==> config.mk <==
export PLATFORM = sky130hd
export DESIGN_NAME = crcsel_top
export DESIGN_NICKNAME = d
export VERILOG_FILES = /design/src/rtl/crcsel_pkg.sv /design/src/rtl/crcsel_link_check.sv /design/src/rtl/crcsel_link_buf.sv /design/src/rtl/crcsel_top.sv
export SDC_FILE = /design/constraint.sdc
export NUM_CORES = 2
export LEC_CHECK = 0
export BUFFER_PORTS_ARGS = -buffer_cell sky130_fd_sc_hd__buf_2
export CAP_MARGIN = 5
export CORE_AREA = 8 8 511 513
export DETAILED_ROUTE_END_ITERATION = 12
export DIE_AREA = 0 0 519 521
export REMOVE_ABC_BUFFERS = 1
export SYNTH_ARGS = -nofsm -noshare
export SYNTH_HDL_FRONTEND = slang
export SYNTH_HIERARCHICAL = 1
export SYNTH_SLANG_ARGS = --single-unit
==> constraint.sdc <==
create_clock -name clk -period 5.6 [get_ports clk]
set_clock_uncertainty 0.1 [all_clocks]
set_input_delay 0.28 -clock clk [delete_from_list [all_inputs] [get_ports clk]]
set_output_delay 0.28 -clock clk [all_outputs]
set_load 0.01 [all_outputs]
==> src/rtl/crcsel_pkg.sv <==
package crcsel_pkg;
  localparam int WORD_W = 16;
  localparam int NLINK = 2;
  localparam int TRAIL_N = 3;
  localparam logic [WORD_W-1:0] CRC_GEN = 16'h1021;
  localparam logic [WORD_W-1:0] CRC_SEED = 16'hFFFF;

  typedef logic [WORD_W-1:0] word_t;

  typedef enum logic {PH_COLLECT, PH_DRAIN} phase_e;

  typedef struct packed {
    word_t even;
    word_t odd;
    word_t blk;
  } crc_set_t;

  // One 16-bit word folded into a running CRC, msb first
  function automatic word_t crc_fold(word_t acc, word_t w);
    word_t c;
    logic fb;
    c = acc;
    for (int b = WORD_W - 1; b >= 0; b--) begin
      fb = c[WORD_W-1] ^ w[b];
      c = {c[WORD_W-2:0], 1'b0};
      if (fb) c = c ^ CRC_GEN;
    end
    return c;
  endfunction
endpackage

==> src/rtl/crcsel_link_check.sv <==
module crcsel_link_check
  import crcsel_pkg::*;
(
  input  logic     clk,
  input  logic     rst_n,
  input  logic     restart,
  input  logic     acc,
  input  word_t    data,
  input  logic     last,
  output logic     pass,
  output crc_set_t crc_rd
);
  // hist[0] is the oldest held word; a word enters the checksums only
  // once three newer words exist, so the trailer never feeds itself
  word_t [TRAIL_N-1:0] hist;
  logic [1:0]          held;
  logic                odd_ph;
  crc_set_t            run, nxt;
  logic                feed;

  always_comb begin
    feed     = acc && (held == 2'(TRAIL_N));
    nxt      = run;
    if (feed) begin
      nxt.blk = crc_fold(run.blk, hist[0]);
      if (odd_ph) nxt.odd  = crc_fold(run.odd, hist[0]);
      else        nxt.even = crc_fold(run.even, hist[0]);
    end
  end

  always_ff @(posedge clk) begin
    if (!rst_n) begin
      hist   <= '0;
      held   <= '0;
      odd_ph <= 1'b0;
      run    <= '{even: CRC_SEED, odd: CRC_SEED, blk: CRC_SEED};
      pass   <= 1'b0;
      crc_rd <= '{even: CRC_SEED, odd: CRC_SEED, blk: CRC_SEED};
    end else if (restart) begin
      held   <= '0;
      odd_ph <= 1'b0;
      run    <= '{even: CRC_SEED, odd: CRC_SEED, blk: CRC_SEED};
    end else if (acc) begin
      hist <= {data, hist[TRAIL_N-1:1]};
      if (held != 2'(TRAIL_N)) held <= held + 2'd1;
      if (feed) odd_ph <= ~odd_ph;
      run <= nxt;
      if (last) begin
        pass   <= (held == 2'(TRAIL_N)) && (nxt.even == hist[1]) &&
                  (nxt.odd == hist[2]) && (nxt.blk == data);
        crc_rd <= nxt;
      end
    end
  end
endmodule

==> src/rtl/crcsel_link_buf.sv <==
module crcsel_link_buf
  import crcsel_pkg::*;
#(
  parameter int DEPTH = 64,
  localparam int AW = $clog2(DEPTH),
  localparam int LW = AW + 1
) (
  input  logic          clk,
  input  logic          rst_n,
  input  logic          restart,
  input  logic          wr,
  input  word_t         wdata,
  input  logic [LW-1:0] raddr,
  output word_t         rdata,
  output logic [LW-1:0] count,
  output logic          ovf
);
  word_t mem [DEPTH];
  logic  full;

  assign full  = (count == LW'(DEPTH));
  assign rdata = mem[raddr[AW-1:0]];

  always_ff @(posedge clk) begin
    if (wr && !full) mem[count[AW-1:0]] <= wdata;
  end

  always_ff @(posedge clk) begin
    if (!rst_n || restart) begin
      count <= '0;
      ovf   <= 1'b0;
    end else if (wr) begin
      if (full) ovf <= 1'b1;
      else      count <= count + LW'(1);
    end
  end
endmodule

==> src/rtl/crcsel_top.sv <==
module crcsel_top
  import crcsel_pkg::*;
#(
  parameter int DEPTH = 64,
  parameter int CNT_W = 16
) (
  input  logic                  clk,
  input  logic                  rst_n,
  input  logic [1:0]            in_valid,
  output logic [1:0]            in_ready,
  input  logic [1:0][15:0]      in_data,
  input  logic [1:0]            in_last,
  output logic                  out_valid,
  input  logic                  out_ready,
  output logic [15:0]           out_data,
  output logic                  out_last,
  input  logic                  cnt_clear,
  output logic [1:0][CNT_W-1:0] err_cnt,
  output logic [CNT_W-1:0]      both_bad_cnt,
  output logic [1:0][15:0]      crc_even,
  output logic [1:0][15:0]      crc_odd,
  output logic [1:0][15:0]      crc_block,
  output logic [1:0]            link_ok,
  output logic                  sel_link
);
  localparam int AW = $clog2(DEPTH);
  localparam int LW = AW + 1;

  phase_e          phase;
  logic [NLINK-1:0] done, acc, pass, ovf, ok;
  word_t           rdata [NLINK];
  logic [LW-1:0]   cnt [NLINK];
  crc_set_t        crc_rd [NLINK];
  logic [LW-1:0]   rd_ptr, len;
  logic            sel, decide, restart, nxt_sel;

  for (genvar g = 0; g < NLINK; g++) begin : g_link
    assign in_ready[g] = (phase == PH_COLLECT) && !done[g];
    assign acc[g]      = in_valid[g] && in_ready[g];
    assign ok[g]       = pass[g] && !ovf[g];

    crcsel_link_check u_chk (
      .clk(clk), .rst_n(rst_n), .restart(restart), .acc(acc[g]),
      .data(in_data[g]), .last(in_last[g]), .pass(pass[g]), .crc_rd(crc_rd[g])
    );

    crcsel_link_buf #(.DEPTH(DEPTH)) u_buf (
      .clk(clk), .rst_n(rst_n), .restart(restart), .wr(acc[g]),
      .wdata(in_data[g]), .raddr(rd_ptr), .rdata(rdata[g]),
      .count(cnt[g]), .ovf(ovf[g])
    );

    assign crc_even[g]  = crc_rd[g].even;
    assign crc_odd[g]   = crc_rd[g].odd;
    assign crc_block[g] = crc_rd[g].blk;

    always_ff @(posedge clk) begin
      if (!rst_n)                   done[g] <= 1'b0;
      else if (restart)             done[g] <= 1'b0;
      else if (acc[g] && in_last[g]) done[g] <= 1'b1;
    end

    always_ff @(posedge clk) begin
      if (!rst_n || cnt_clear) err_cnt[g] <= '0;
      else if (decide && !ok[g]) err_cnt[g] <= err_cnt[g] + CNT_W'(1);
    end
  end

  assign decide    = (phase == PH_COLLECT) && (&done);
  assign nxt_sel   = !ok[0] && ok[1];
  assign out_valid = (phase == PH_DRAIN);
  assign out_data  = sel ? rdata[1] : rdata[0];
  assign out_last  = out_valid && (rd_ptr == len - LW'(1));
  assign restart   = out_valid && out_ready && out_last;
  assign sel_link  = sel;

  always_ff @(posedge clk) begin
    if (!rst_n) begin
      phase   <= PH_COLLECT;
      sel     <= 1'b0;
      link_ok <= '0;
      len     <= '0;
      rd_ptr  <= '0;
    end else if (decide) begin
      phase   <= PH_DRAIN;
      sel     <= nxt_sel;
      link_ok <= ok;
      len     <= nxt_sel ? cnt[1] : cnt[0];
      rd_ptr  <= '0;
    end else if (out_valid && out_ready) begin
      if (out_last) phase  <= PH_COLLECT;
      else          rd_ptr <= rd_ptr + LW'(1);
    end
  end

  always_ff @(posedge clk) begin
    if (!rst_n || cnt_clear)         both_bad_cnt <= '0;
    else if (decide && ok == 2'b00)  both_bad_cnt <= both_bad_cnt + CNT_W'(1);
  end
endmodule

==> out/metrics.yaml <==
min_path_cells: 4
synthFlopType: "edfxtp_1"
pin_count: 207
clockBufferDepth: 3
synth_area_leader_cell: "edfxtp_1"
grt_pass1_vias: 55500
dieWidth_um: 519
startpoint: "rd_ptr[0]$_SDFFE_PP0P_"
max_freq_mhz: 191
h-tree-depth: 4
reg2reg_from: "out_valid$_SDFFE_PN0P_"
combPwrFrac_pct: 4.1
routed_via_density: 5.61
clock_latency_ps: 910
ys_seq_area_share_pct: 68.7
hold_path_class: "in -> reg"
cts-root-buf: "clkbuf_16"
seq_area_mm2: 0.0691
drtIter0Drc: 6110
muxShareOfSynthArea_pct: 12.6
grt_util_all_layers_pct: 19.7
syn-mean-instance-area_um2: 16.8
final_hold_viol_count: 0
synth_fa_ha_area_share_pct: 0.137
pwr-share-clk_pct: 42.3
die_h_um: 521
critical_path_arrival_ps: 4870
detailed_place_hpwl_mm: 175
setup_viol: 0
cp_top_family: "compound AO/OA/AOI/OAI gates"
netSwitchingFraction_pct: 21.7
grt_max_degree: 111
cts_tree: "done"
status: "finished clean"
ys_types: 106
p_sw_mw: 8.02
core-area_mm2: 0.253
maxCapViolCount: 0
yosysWarnings: 6
wl_per_cell_um: 27.6
layout.nets: 6385
synth-xor-area-share_pct: 5.74
synthCells: 5974
path_buf_inv: 2
drive_gt1_share_pct: 20.8
area_delta_synth_final_pct: 13.2
ir_drop_v: 0.000324
synth_compound_area_share_pct: 5.10
cts.sinks: 2428
yosys.area_share.simple_pct: 5.66
reg2reg_to: "g_link[0].u_chk/pass$_SDFFE_PN0P_"
synth-seq-cells: 2428
leakagePower_nw: 36.2
hold_end: "g_link[1].u_chk/hist[43]$_SDFFE_PN0P_"
die_area_mm2: 0.270
synth_edf_count: 2048
worstPathMaxFanout: 58
rsz0062_at_grt: "false"
whs_ps: 29.2
grt_pass1_wl_mm: 396
powerDensity_mw_per_mm2: 324
clkTransAtPathRegs_ps: 60
io_buffers: 206
crit_chain: "buf_12, mux4_2, a22oi_1, nand2_1, a21oi_1, o311ai_1, mux2_2, buf_2"
cpPeakStageDelay_ps: 880
tightest_slew_ps: 1390
slew_viol_final: 0
period_needed_ps: 5250
antenna_found_initial: 10
cp.required_ps: 5220
async_reset_ff_share_pct: 0
relSlewSlack_pct: 7.50
pwr-share-seq_pct: 53.6
netlist.area_leader.share_pct: 61.1
drc_errors: 0
p_int_mw: 28.9
grt-ovfl-total: 0
path_class: "reg -> out"
multiInputGateArea_mm2: 0.0295
min-delay-start: "in_data[27]"
crit_path_top_delay_cell: "dfxtp_4"
synthesis.area_mm2: 0.101
rr_worst_depth: 14
r2r_slack_ps: 1250
synth_area_leaders: "edfxtp_1, mux4_2, dfxtp_1, xnor2_1, nand2_1"
n_fill_cell: 21800
vias: 55500
start_util_pct: 39.8
cts_buffers: 234
endpoint_kind: "output port"
ant_nets: 0
rows: 185
fin_cells: 9899
gp_congestion: 0.903
wirelength_mm: 273
dpl.cell_count: 9432
critPathLaunchType: "flop"
synth_top_family_by_area: "multiplexers"
fin_crit_sh_pct: 93.7
dr.pass1.iters: 5
[how the worst max path moves through the flow]
| stage | to | slack (ps) | cells after the start |
|---|---|---|---|
| after CTS | out_data[5] | 250 | 8 |
| after global routing | out_data[2] | 230 | 8 |
| after floorplan | g_link[1].u_chk/crc_rd[15]$_SDFFE_PN1P_ | -14340 | 8 |
| after global placement | out_data[5] | 1240 | 8 |
| after detailed placement | out_data[5] | 1240 | 8 |
| final | out_data[2] | 350 | 8 |
[registers in the layout, indices dropped and copies added (netlist names)]
name                 cells
out_valid                1
g_link.u_chk/run        96
sel_link                 1
link_ok                  2
g_link.u_chk/odd_ph      2
g_link.u_chk/pass        2
g_link.u_chk/crc_rd     96
g_link.u_buf/mem      2048
g_link.u_chk/held        4
err_cnt                 32
rd_ptr                   7
g_link.u_buf/ovf         2
both_bad_cnt            16
g_link.u_buf/count      14
len                      7
g_link.u_chk/hist       96
done                     2
[power by group through the flow]
stage,sequential [mW],combinational (mW),clock [mW]
floorplan,20.2,0.755,0
global placement,20.2,1.48,0
detailed placement,20.2,1.50,0
CTS,19.8,1.53,15.9
global route,19.8,1.62,16.6
finish,19.8,1.52,15.6
[routing by layer]
| layer | wire [um] | global-route usage [%] | vias up |
|---|---|---|---|
| li1 | - | - | 24100 |
| met1 | 117000 | 28.0 | 29100 |
| met2 | 128000 | 31.3 | 2030 |
| met3 | 19800 | 3.35 | 368 |
| met4 | 8510 | 5.97 | 2 |
| met5 | 13 | 0 | - |
[metrics by stage]
step / setup TNS [ps] / util [%] / power, mW / area (um^2) / setup slack, ps
2_1_floorplan: -4297880 / - / 21.0 / 98700 / -14340
3_3_place_gp: 0 / 41.9 / 21.7 / 106000 / 1240
3_5_place_dp: 0 / 41.9 / 21.7 / 106000 / 1240
4_1_cts: 0 / 45.1 / 37.2 / 114000 / 247
5_1_grt: 0 / 45.1 / 38.0 / 114000 / 233
6_report: 0 / 45.1 / 36.9 / 114000 / 351
[kinds of logic (layout without fill, tap and decap cells)]
logic type | count (synthesis) | in the layout
DFF | 2428 | 2428
adders and majority gates | 11 | 11
other | 0 | 6
muxes | 665 | 665
AOI/OAI and AO/OA | 722 | 722
xor gates and xnor gates | 514 | 514
and+or+nand+nor | 1236 | 1236
buffers and inverters | 398 | 951
[worst min-delay path, delay by kind of cell]
kind / cells / cell delay (ps)
AND/OR/NAND/NOR: 1 / 150
AO/OA/AOI/OAI: 1 / 70
buffers and inverters: 2 / 430
[cell usage after synthesis (all sizes together), types with 78 or more instances]
cell	number
xor2	130
o211ai	100
a22oi	78
o22ai	95
mux4	469
dfxtp	380
nand2	551
buf	185
xnor2	314
a21boi	100
nor2	311
clkbuf	166
mux2i	151
edfxtp	2048
a21oi	104
[area by class of cell]
class                   instances  area share [%]
flip-flops and latches       2428            60.7
multi-input cells            3148            25.9
clock buffers                 299            5.46
well taps                    3366            3.70
repair buffers                477            2.92
clock inverters               130            1.17
inverters                      45           0.148
diodes                          6          0.0132
[cells in the final DEF, fill, tap and decap left out, types with 19 or more instances in the layout]
cell type | netlist | routed
a21boi_0 | 100 | 100
mux4_2 | 439 | 439
edfxtp_1 | 2048 | 2048
nor2b_1 | 36 | 30
buf_2 | 82 | 205
nand2b_1 | 29 | 27
o211ai_1 | 100 | 100
buf_4 | 33 | 225
mux2_2 | 45 | 45
dlygate4sd3_1 | 0 | 32
clkbuf_1 | 162 | 54
dfxtp_1 | 380 | 374
clkinv_1 | 1 | 50
or3_1 | 27 | 27
nor3_1 | 44 | 44
bufinv_16 | 0 | 19
a21oi_1 | 102 | 102
xnor2_1 | 297 | 297
o22ai_1 | 95 | 95
nand4_1 | 25 | 25
o21ai_0 | 41 | 41
xor2_1 | 121 | 121
a211oi_1 | 55 | 55
mux2i_1 | 151 | 151
a22oi_1 | 77 | 77
mux4_1 | 30 | 30
clkbuf_16 | 0 | 236
nor4_1 | 26 | 26
nor2_1 | 310 | 304
nand3_1 | 65 | 65
nand2_1 | 550 | 548
clkinv_2 | 0 | 29
xnor3_1 | 44 | 44
inv_1 | 43 | 43
[what timing repair did]
| item | in CTS | in global routing |
|---|---|---|
| endpoints found under the hold margin | 581 | 0 |
| buffers inserted | 0 | 0 |
| resized for setup | 0 | 0 |
| hold buffers | 32 | 0 |
No activity file was read; power rests on OpenSTA's default activity.
